$ cat src/rtl/bkp_pkg.sv
package bkp_pkg;

    localparam int STATE_W = 2;

    typedef enum logic [STATE_W-1:0] {
        ST_IDLE   = 2'd0,
        ST_RESET  = 2'd1,
        ST_STOP   = 2'd2,
        ST_BACKUP = 2'd3
    } bkp_state_e;

    typedef struct packed {
        logic sys_rst;
        logic core_stop;
        logic reg_en;
        logic shdn_n;
    } bkp_outs_t;

    function automatic bkp_state_e bkp_next(input bkp_state_e cur, input logic trig);
        case (cur)
            ST_IDLE:  return trig ? ST_RESET : ST_IDLE;
            ST_RESET: return ST_STOP;
            default:  return ST_BACKUP;
        endcase
    endfunction

    function automatic bkp_outs_t bkp_decode(input bkp_state_e cur, input logic reg_on);
        bkp_outs_t o;
        o.sys_rst   = (cur != ST_IDLE);
        o.core_stop = (cur == ST_STOP) || (cur == ST_BACKUP);
        o.reg_en    = reg_on && (cur != ST_BACKUP);
        o.shdn_n    = (cur != ST_BACKUP);
        return o;
    endfunction

endpackage

$ cat src/rtl/bkp_sync.sv
module bkp_sync #(
    parameter int STAGES = 2
) (
    input  logic clk,
    input  logic rst,
    input  logic d_i,
    output logic q_o
);
    logic [STAGES-1:0] chain;

    generate
        for (genvar i = 0; i < STAGES; i++) begin : g_stage
            if (i == 0) begin : g_first
                always_ff @(posedge clk) begin
                    if (rst) chain[0] <= 1'b0;
                    else     chain[0] <= d_i;
                end
            end else begin : g_next
                always_ff @(posedge clk) begin
                    if (rst) chain[i] <= 1'b0;
                    else     chain[i] <= chain[i-1];
                end
            end
        end
    endgenerate

    assign q_o = chain[STAGES-1];
endmodule

$ cat src/rtl/bkp_fsm.sv
module bkp_fsm
    import bkp_pkg::*;
(
    input  logic       clk,
    input  logic       rst,
    input  logic       trig_i,
    output bkp_state_e state_o
);
    bkp_state_e cur;

    always_ff @(posedge clk) begin
        if (rst) cur <= ST_IDLE;
        else     cur <= bkp_next(cur, trig_i);
    end

    assign state_o = cur;
endmodule

$ cat src/rtl/bkp_entry_seq.sv
module bkp_entry_seq
    import bkp_pkg::*;
#(
    parameter int SYNC_STAGES = 2
) (
    input  logic               clk,
    input  logic               rst,
    input  logic               off_req_i,
    input  logic               reg_on_i,
    output logic               sys_rst_o,
    output logic               core_stop_o,
    output logic               reg_en_o,
    output logic               shdn_n_o,
    output logic [STATE_W-1:0] state_o
);
    logic       req_sync;
    bkp_state_e cur;
    bkp_outs_t  outs;

    bkp_sync #(.STAGES(SYNC_STAGES)) u_sync (
        .clk (clk),
        .rst (rst),
        .d_i (off_req_i),
        .q_o (req_sync)
    );

    bkp_fsm u_fsm (
        .clk     (clk),
        .rst     (rst),
        .trig_i  (req_sync),
        .state_o (cur)
    );

    always_comb outs = bkp_decode(cur, reg_on_i);

    assign sys_rst_o   = outs.sys_rst;
    assign core_stop_o = outs.core_stop;
    assign reg_en_o    = outs.reg_en;
    assign shdn_n_o    = outs.shdn_n;
    assign state_o     = cur;
endmodule

$ cat config.mk
export PLATFORM = sky130hd
export DESIGN_NAME = bkp_entry_seq
export DESIGN_NICKNAME = d
export VERILOG_FILES = /design/src/rtl/bkp_pkg.sv /design/src/rtl/bkp_sync.sv /design/src/rtl/bkp_fsm.sv /design/src/rtl/bkp_entry_seq.sv
export SDC_FILE = /design/constraint.sdc
export NUM_CORES = 1
export LEC_CHECK = 0
export ABC_AREA = 0
export CAP_MARGIN = 10
export CORE_AREA = 2 2 39 41
export CTS_CLUSTER_SIZE = 40
export DETAILED_ROUTE_END_ITERATION = 10
export DIE_AREA = 0 0 41 43
export GPL_ROUTABILITY_DRIVEN = 0
export GPL_TIMING_DRIVEN = 0
export PLACE_DENSITY_LB_ADDON = 0.12
export SETUP_SLACK_MARGIN = 0.3
export SLEW_MARGIN = 20
export SYNTH_ARGS = -nofsm -noshare
export SYNTH_HDL_FRONTEND = slang
export SYNTH_SLANG_ARGS = --single-unit
$ cat constraint.sdc
create_clock -name clk -period 1.1 [get_ports clk]
set_input_delay 0.165 -clock clk [delete_from_list [all_inputs] [get_ports clk]]
set_output_delay 0.165 -clock clk [all_outputs]
set_load 0.005 [all_outputs]
==> flow_summary.json, run 1 <==
{
  "reg2regPathDepth": 2,
  "drive_gt1_share_pct": 55.56,
  "crit_buf_inv": 1,
  "ant_nets": 0,
  "yosys_warnings": 0,
  "grt_max_degree": 6,
  "cp-end-kind": "output pin",
  "die_w_um": 41,
  "yosysSeqAreaShare_pct": 55.65,
  "fin_cells": 43,
  "cp_max_fo": 5,
  "setup_viol": 0,
  "num_antenna_cells": 0,
  "syn-num-nets": 18,
  "rsz0062_at_grt": "yes",
  "synth_cells": 14,
  "hold_class": "flip-flop to flip-flop",
  "port_buffers": 9,
  "cts_tree": "done",
  "top_layer": "met3",
  "clk_latency_ns": 0.23,
  "wl_um": 279,
  "r2r_end": "u_fsm.state_o[1]",
  "setup_slack_ns": 0.01859,
  "slew_headroom_pct": 86.53,
  "power_density_nw_per_um2": 1402,
  "worstPathCellList": "or2_4 -> buf_6",
  "cts_buffers": 3,
  "vias": 134,
  "cp.arrival_ns": 0.92,
  "yosysUniqueCellTypes": 10,
  "netlist_area_um2": 143.9,
  "holdWs_ns": 0.4363,
  "dr_wl_met3_um": 36,
  "met2WireLength_um": 146,
  "worst_pin_slew_ns": 0.2014,
  "cts.sinks": 4,
  "num_rows": 14,
  "clk_transition_reported_paths_ns": 0.04,
  "die_h_um": 43,
  "grt-ovfl-total": 0,
  "start_util_pct": 10.40,
  "drt_first_pass_iters": 1,
  "place_ws_ns": -0.2774,
  "drt-initial-drc-count": 0,
  "p_leak_nw": 0.1189,
  "nets": 33,
  "whs_endpoint": "u_sync.q_o",
  "cts_root_buf": "clkbuf_4",
  "hold_violations": 0,
  "peakVddDrop_v": 0.0004338,
  "p_total_mw": 0.3948,
  "fill_cells": 152,
  "criticalPathCategory": "flip-flop to output pin",
  "min-delay-start": "u_sync.chain[0]",
  "wl_met1_um": 96,
  "min_path_cells": 1,
  "crit_path_max_incr_delay_ns": 0.35,
  "area_growth_pct": 95.65,
  "slowest_stage": "dfxtp_4",
  "r2r_setup_slack_ns": 0.29,
  "r2r-start": "u_fsm.state_o[1]",
  "grt_pass1_vias": 117,
  "crit_required_ns": 0.94,
  "max-cap-violations": 0,
  "htree_levels": 1,
  "core-area_um2": 1384,
  "wl_per_cell_um": 6.488,
  "final_cell_mix": "clkbuf_4, clkdlybuf4s50_1",
  "dieArea_um2": 1763,
  "antenna_found_initial": 0,
  "grt_pass1_wl_um": 358,
  "via_per_inst": 3.116,
  "timing.fmax_ghz": 0.9247,
  "cp-start-kind": "flip-flop",
  "fin_crit_ns": 1.081,
  "dp_cells": 39,
  "remaining_drc_errors": 0,
  "final_util_pct": 20.34,
  "clockBufferDepth": 2,
  "syn_avg_cell_area_um2": 10.28,
  "status": "completed",
  "finalCritPeriodShare_pct": 98.31,
  "grt_use_total_pct": 3.511,
  "skew_ns": 0.001576,
  "io_pins": 10,
  "synth_seq_cells": 4,
  "drv_slew": 0,
  "critPathTopFamily": "flip-flops"
}
-- synth_stat cells (all sizes together) --
cell,n,share of area (%)
nor2b,3,18
or2,1,6.1
dfxtp,4,56
and2,1,4.4
nand2b,1,4.4
a21oi,1,3.5
inv,1,2.6
clkbuf,1,2.6
nand2,1,2.6
-- repair_timing --
item	in CTS	in global routing
setup buffers	0	1
setup endpoints to repair	7	7
resized for setup	20	8
pin swaps	1	0
hold buffers	0	0
gates cloned	0	0
-- how the worst max path moves through the flow --
stage | from | to | slack [ns] | depth (start not counted)
finish | u_fsm.state_o[1] | sys_rst_o | 0.02 | 2
global route | u_fsm.state_o[0] | sys_rst_o | -0.008 | 2
CTS | u_fsm.state_o[0] | sys_rst_o | 0.01 | 2
detailed placement | reg_on_i | reg_en_o | -0.28 | 3
global placement | reg_on_i | reg_en_o | -0.28 | 3
floorplan | u_fsm.state_o[0] | u_fsm.state_o[1] | 0.31 | 2
-- kinds of logic after synthesis --
family | Yosys count | synth area share, %
AOI/OAI and AO/OA | 1 | 3.475
and+or+nand+nor | 7 | 35.65
buffers and inverters | 2 | 5.212
DFF | 4 | 55.65
-- stage by stage --
stage               area, um2  setup TNS (ns)
floorplan               143.9               0
global route            281.5        -0.01296
CTS                     269.0               0
finish                  281.5               0
detailed placement      254.0         -0.3936
global placement        254.0         -0.3843
-- flip-flops by register name, summed over array words and instances (netlist names) --
signal         count
u_sync.q_o         1
u_sync.chain       1
u_fsm.state_o      2
-- final cells by class --
class / count / area [um2] / area share, %
inverter: 1 / 3.754 / 1.333
buffer: 1 / 3.754 / 1.333
sequential: 4 / 85.08 / 30.22
clock buffer: 3 / 22.52 / 8.000
tap: 16 / 20.02 / 7.111
timing repair buffer: 10 / 85.08 / 30.22
multi-input combinational: 8 / 61.31 / 21.78
-- per-layer routing --
| layer | global-route usage (%) | vias up |
|---|---|---|
| met2 | 5.000 | 8 |
| li1 | - | 67 |
| met3 | 1.571 | 0 |
| met4 | 6.000 | 0 |
| met5 | 0 | - |
| met1 | 2.244 | 59 |
-- power breakdown --
group	internal (mW)	switching [mW]	leakage, nW
logic	0.0451	0.0164	0.0710
clock network	0.121	0.0517	0.0138
registers	0.154	0.00618	0.0341
No activity file was read; power rests on OpenSTA's default activity.
==> run 2, diff against run 1 <==
==> constraint.sdc (replaced) <==
create_clock -name clk -period 1.3 [get_ports clk]
set_input_delay 0.195 -clock clk [delete_from_list [all_inputs] [get_ports clk]]
set_output_delay 0.195 -clock clk [all_outputs]
set_load 0.005 [all_outputs]
==> run 2 against run 1 <==
  * First-iteration DRC count unchanged
  * Cell count decreased by 2.3%
  * Cell area is 3.1% lower
  * Sequential share of layout area up 0.97 points
  * Largest power group unchanged
  * Non-clock buffer count is 1 lower
==> flow_summary.json, run 2 (synthesized netlist as in run 1, its figures left out) <==
{
  "crit_required_ns": 1.11,
  "slowest_stage": "dfxtp_4",
  "finalCritPeriodShare_pct": 85.48,
  "fin_crit_ns": 1.111,
  "cp_max_fo": 5,
  "die_h_um": 43,
  "post-cts-setup-buffers": 0,
  "fill_cells": 153,
  "htree_levels": 1,
  "nets": 32,
  "wl_um": 278,
  "setup_viol": 0,
  "vias": 132,
  "p_sw_mw": 0.06207,
  "cts_root_buf": "clkbuf_4",
  "peakVddDrop_v": 0.0003667,
  "cp-start-kind": "flip-flop",
  "p_clk_share_pct": 44.4,
  "cts.sinks": 4,
  "comb_power_share_pct": 14.5,
  "grt_max_degree": 6,
  "internal-power_mw": 0.2677,
  "clk_transition_reported_paths_ns": 0.04,
  "final_cell_mix": "clkbuf_4, clkdlybuf4s50_1",
  "hold_violations": 0,
  "num_rows": 14,
  "antenna_found_initial": 0,
  "worst_pin_slew_ns": 0.2014,
  "dieArea_um2": 1763,
  "p_leak_nw": 0.1120,
  "timing.fmax_ghz": 0.8999,
  "wl_per_cell_um": 6.619,
  "min-delay-start": "u_sync.chain[0]",
  "crit_path_max_incr_delay_ns": 0.35,
  "cts_buffers": 3,
  "drt_first_pass_iters": 1,
  "grt_pass1_wl_um": 358,
  "power.share.switching_pct": 18.82,
  "via_per_inst": 3.143,
  "num_antenna_cells": 0,
  "port_buffers": 9,
  "drive_gt1_share_pct": 50.00,
  "r2r-start": "u_fsm.state_o[1]",
  "holdWs_ns": 0.4363,
  "ant_nets": 0,
  "start_util_pct": 10.40,
  "grt-ovfl-total": 0,
  "io_pins": 10,
  "grt_use_total_pct": 3.511,
  "crit_start": "u_fsm.state_o[1]",
  "p_seq_share_pct": 41.1,
  "clk_latency_ns": 0.23,
  "skew_ns": 0.001576,
  "slew_headroom_pct": 86.53,
  "p_total_mw": 0.3298,
  "power_density_nw_per_um2": 1209,
  "cp.arrival_ns": 0.92,
  "core-area_um2": 1384,
  "area_growth_pct": 89.57,
  "rsz0062_at_grt": "yes",
  "worstPathCellList": "or2_4 -> buf_6",
  "criticalPathCategory": "flip-flop to output pin",
  "cp-end-kind": "output pin",
  "status": "completed",
  "postCtsHoldBufs": 0,
  "clockBufferDepth": 2,
  "die_w_um": 41,
  "drv_slew": 0,
  "remaining_drc_errors": 0,
  "largest_register_ffs": 2,
  "max-cap-violations": 0,
  "cts_tree": "done",
  "tns_ns": 0,
  "grt_pass1_vias": 117,
  "drt-initial-drc-count": 0,
  "final_util_pct": 19.71,
  "hold_class": "flip-flop to flip-flop"
}
==> run 2: cell type report <==
class	count	area [um2]	share of cell area [%]
plain buffers	1	3.754	1.376
clock buffers	3	22.52	8.257
flip-flops and latches	4	85.08	31.19
repair buffers	9	76.32	27.98
well taps	16	20.02	7.339
inverters	1	3.754	1.376
multi-input cells	8	61.31	22.48
==> run 2: final timing paths <==
path / to / slack [ns] / depth (start not counted)
setup reg to reg: u_fsm.state_o[1] / 0.49 / 2
hold / removal: u_sync.q_o / 0.44 / 1
setup / recovery: sys_rst_o / 0.19 / 2
hold reg to reg: u_sync.q_o / 0.44 / 1
==> run 2: power by group through the flow <==
| stage | sequential, mW | clock (mW) | combinational, mW |
|---|---|---|---|
| 2_1_floorplan | 0.136 | 0 | 0.0178 |
| 3_3_place_gp | 0.137 | 0 | 0.0517 |
| 3_5_place_dp | 0.137 | 0 | 0.0519 |
| 4_1_cts | 0.136 | 0.156 | 0.0471 |
| 5_1_grt | 0.137 | 0.161 | 0.0522 |
| 6_report | 0.135 | 0.147 | 0.0478 |
==> run 2: per-layer routing <==
metal  vias up  global-route usage [%]  part of all wire (%)
li1         65                       -                     -
met1        59                   2.244                    34
met2         8                   5.000                    52
met3         0                   1.571                    13
met4         0                   6.000                     0
met5         -                       0                     0
==> run 2: repair_timing <==
item / in CTS / in global routing
gates resized for setup: 19 / 6
pin swaps: 1 / 0
setup endpoints to repair: 6 / 5
==> run 2: worst max-delay path, delay by kind of cell, from the launching register on <==
kind	cells	cell delay [ns]
buffers and inverters	1	0.11
and+or+nand+nor	1	0.23
DFF	1	0.35
==> run 2: stage by stage <==
step / instances / worst slack, ns / area [um2]
final: 42 / 0.1887 / 272.8
after global routing: 42 / 0.1620 / 272.8
after CTS: 42 / 0.1796 / 267.8
after detailed placement: 39 / -0.1374 / 254.0
after global placement: 39 / -0.1373 / 254.0
after floorplan: 14 / 0.4809 / 143.9
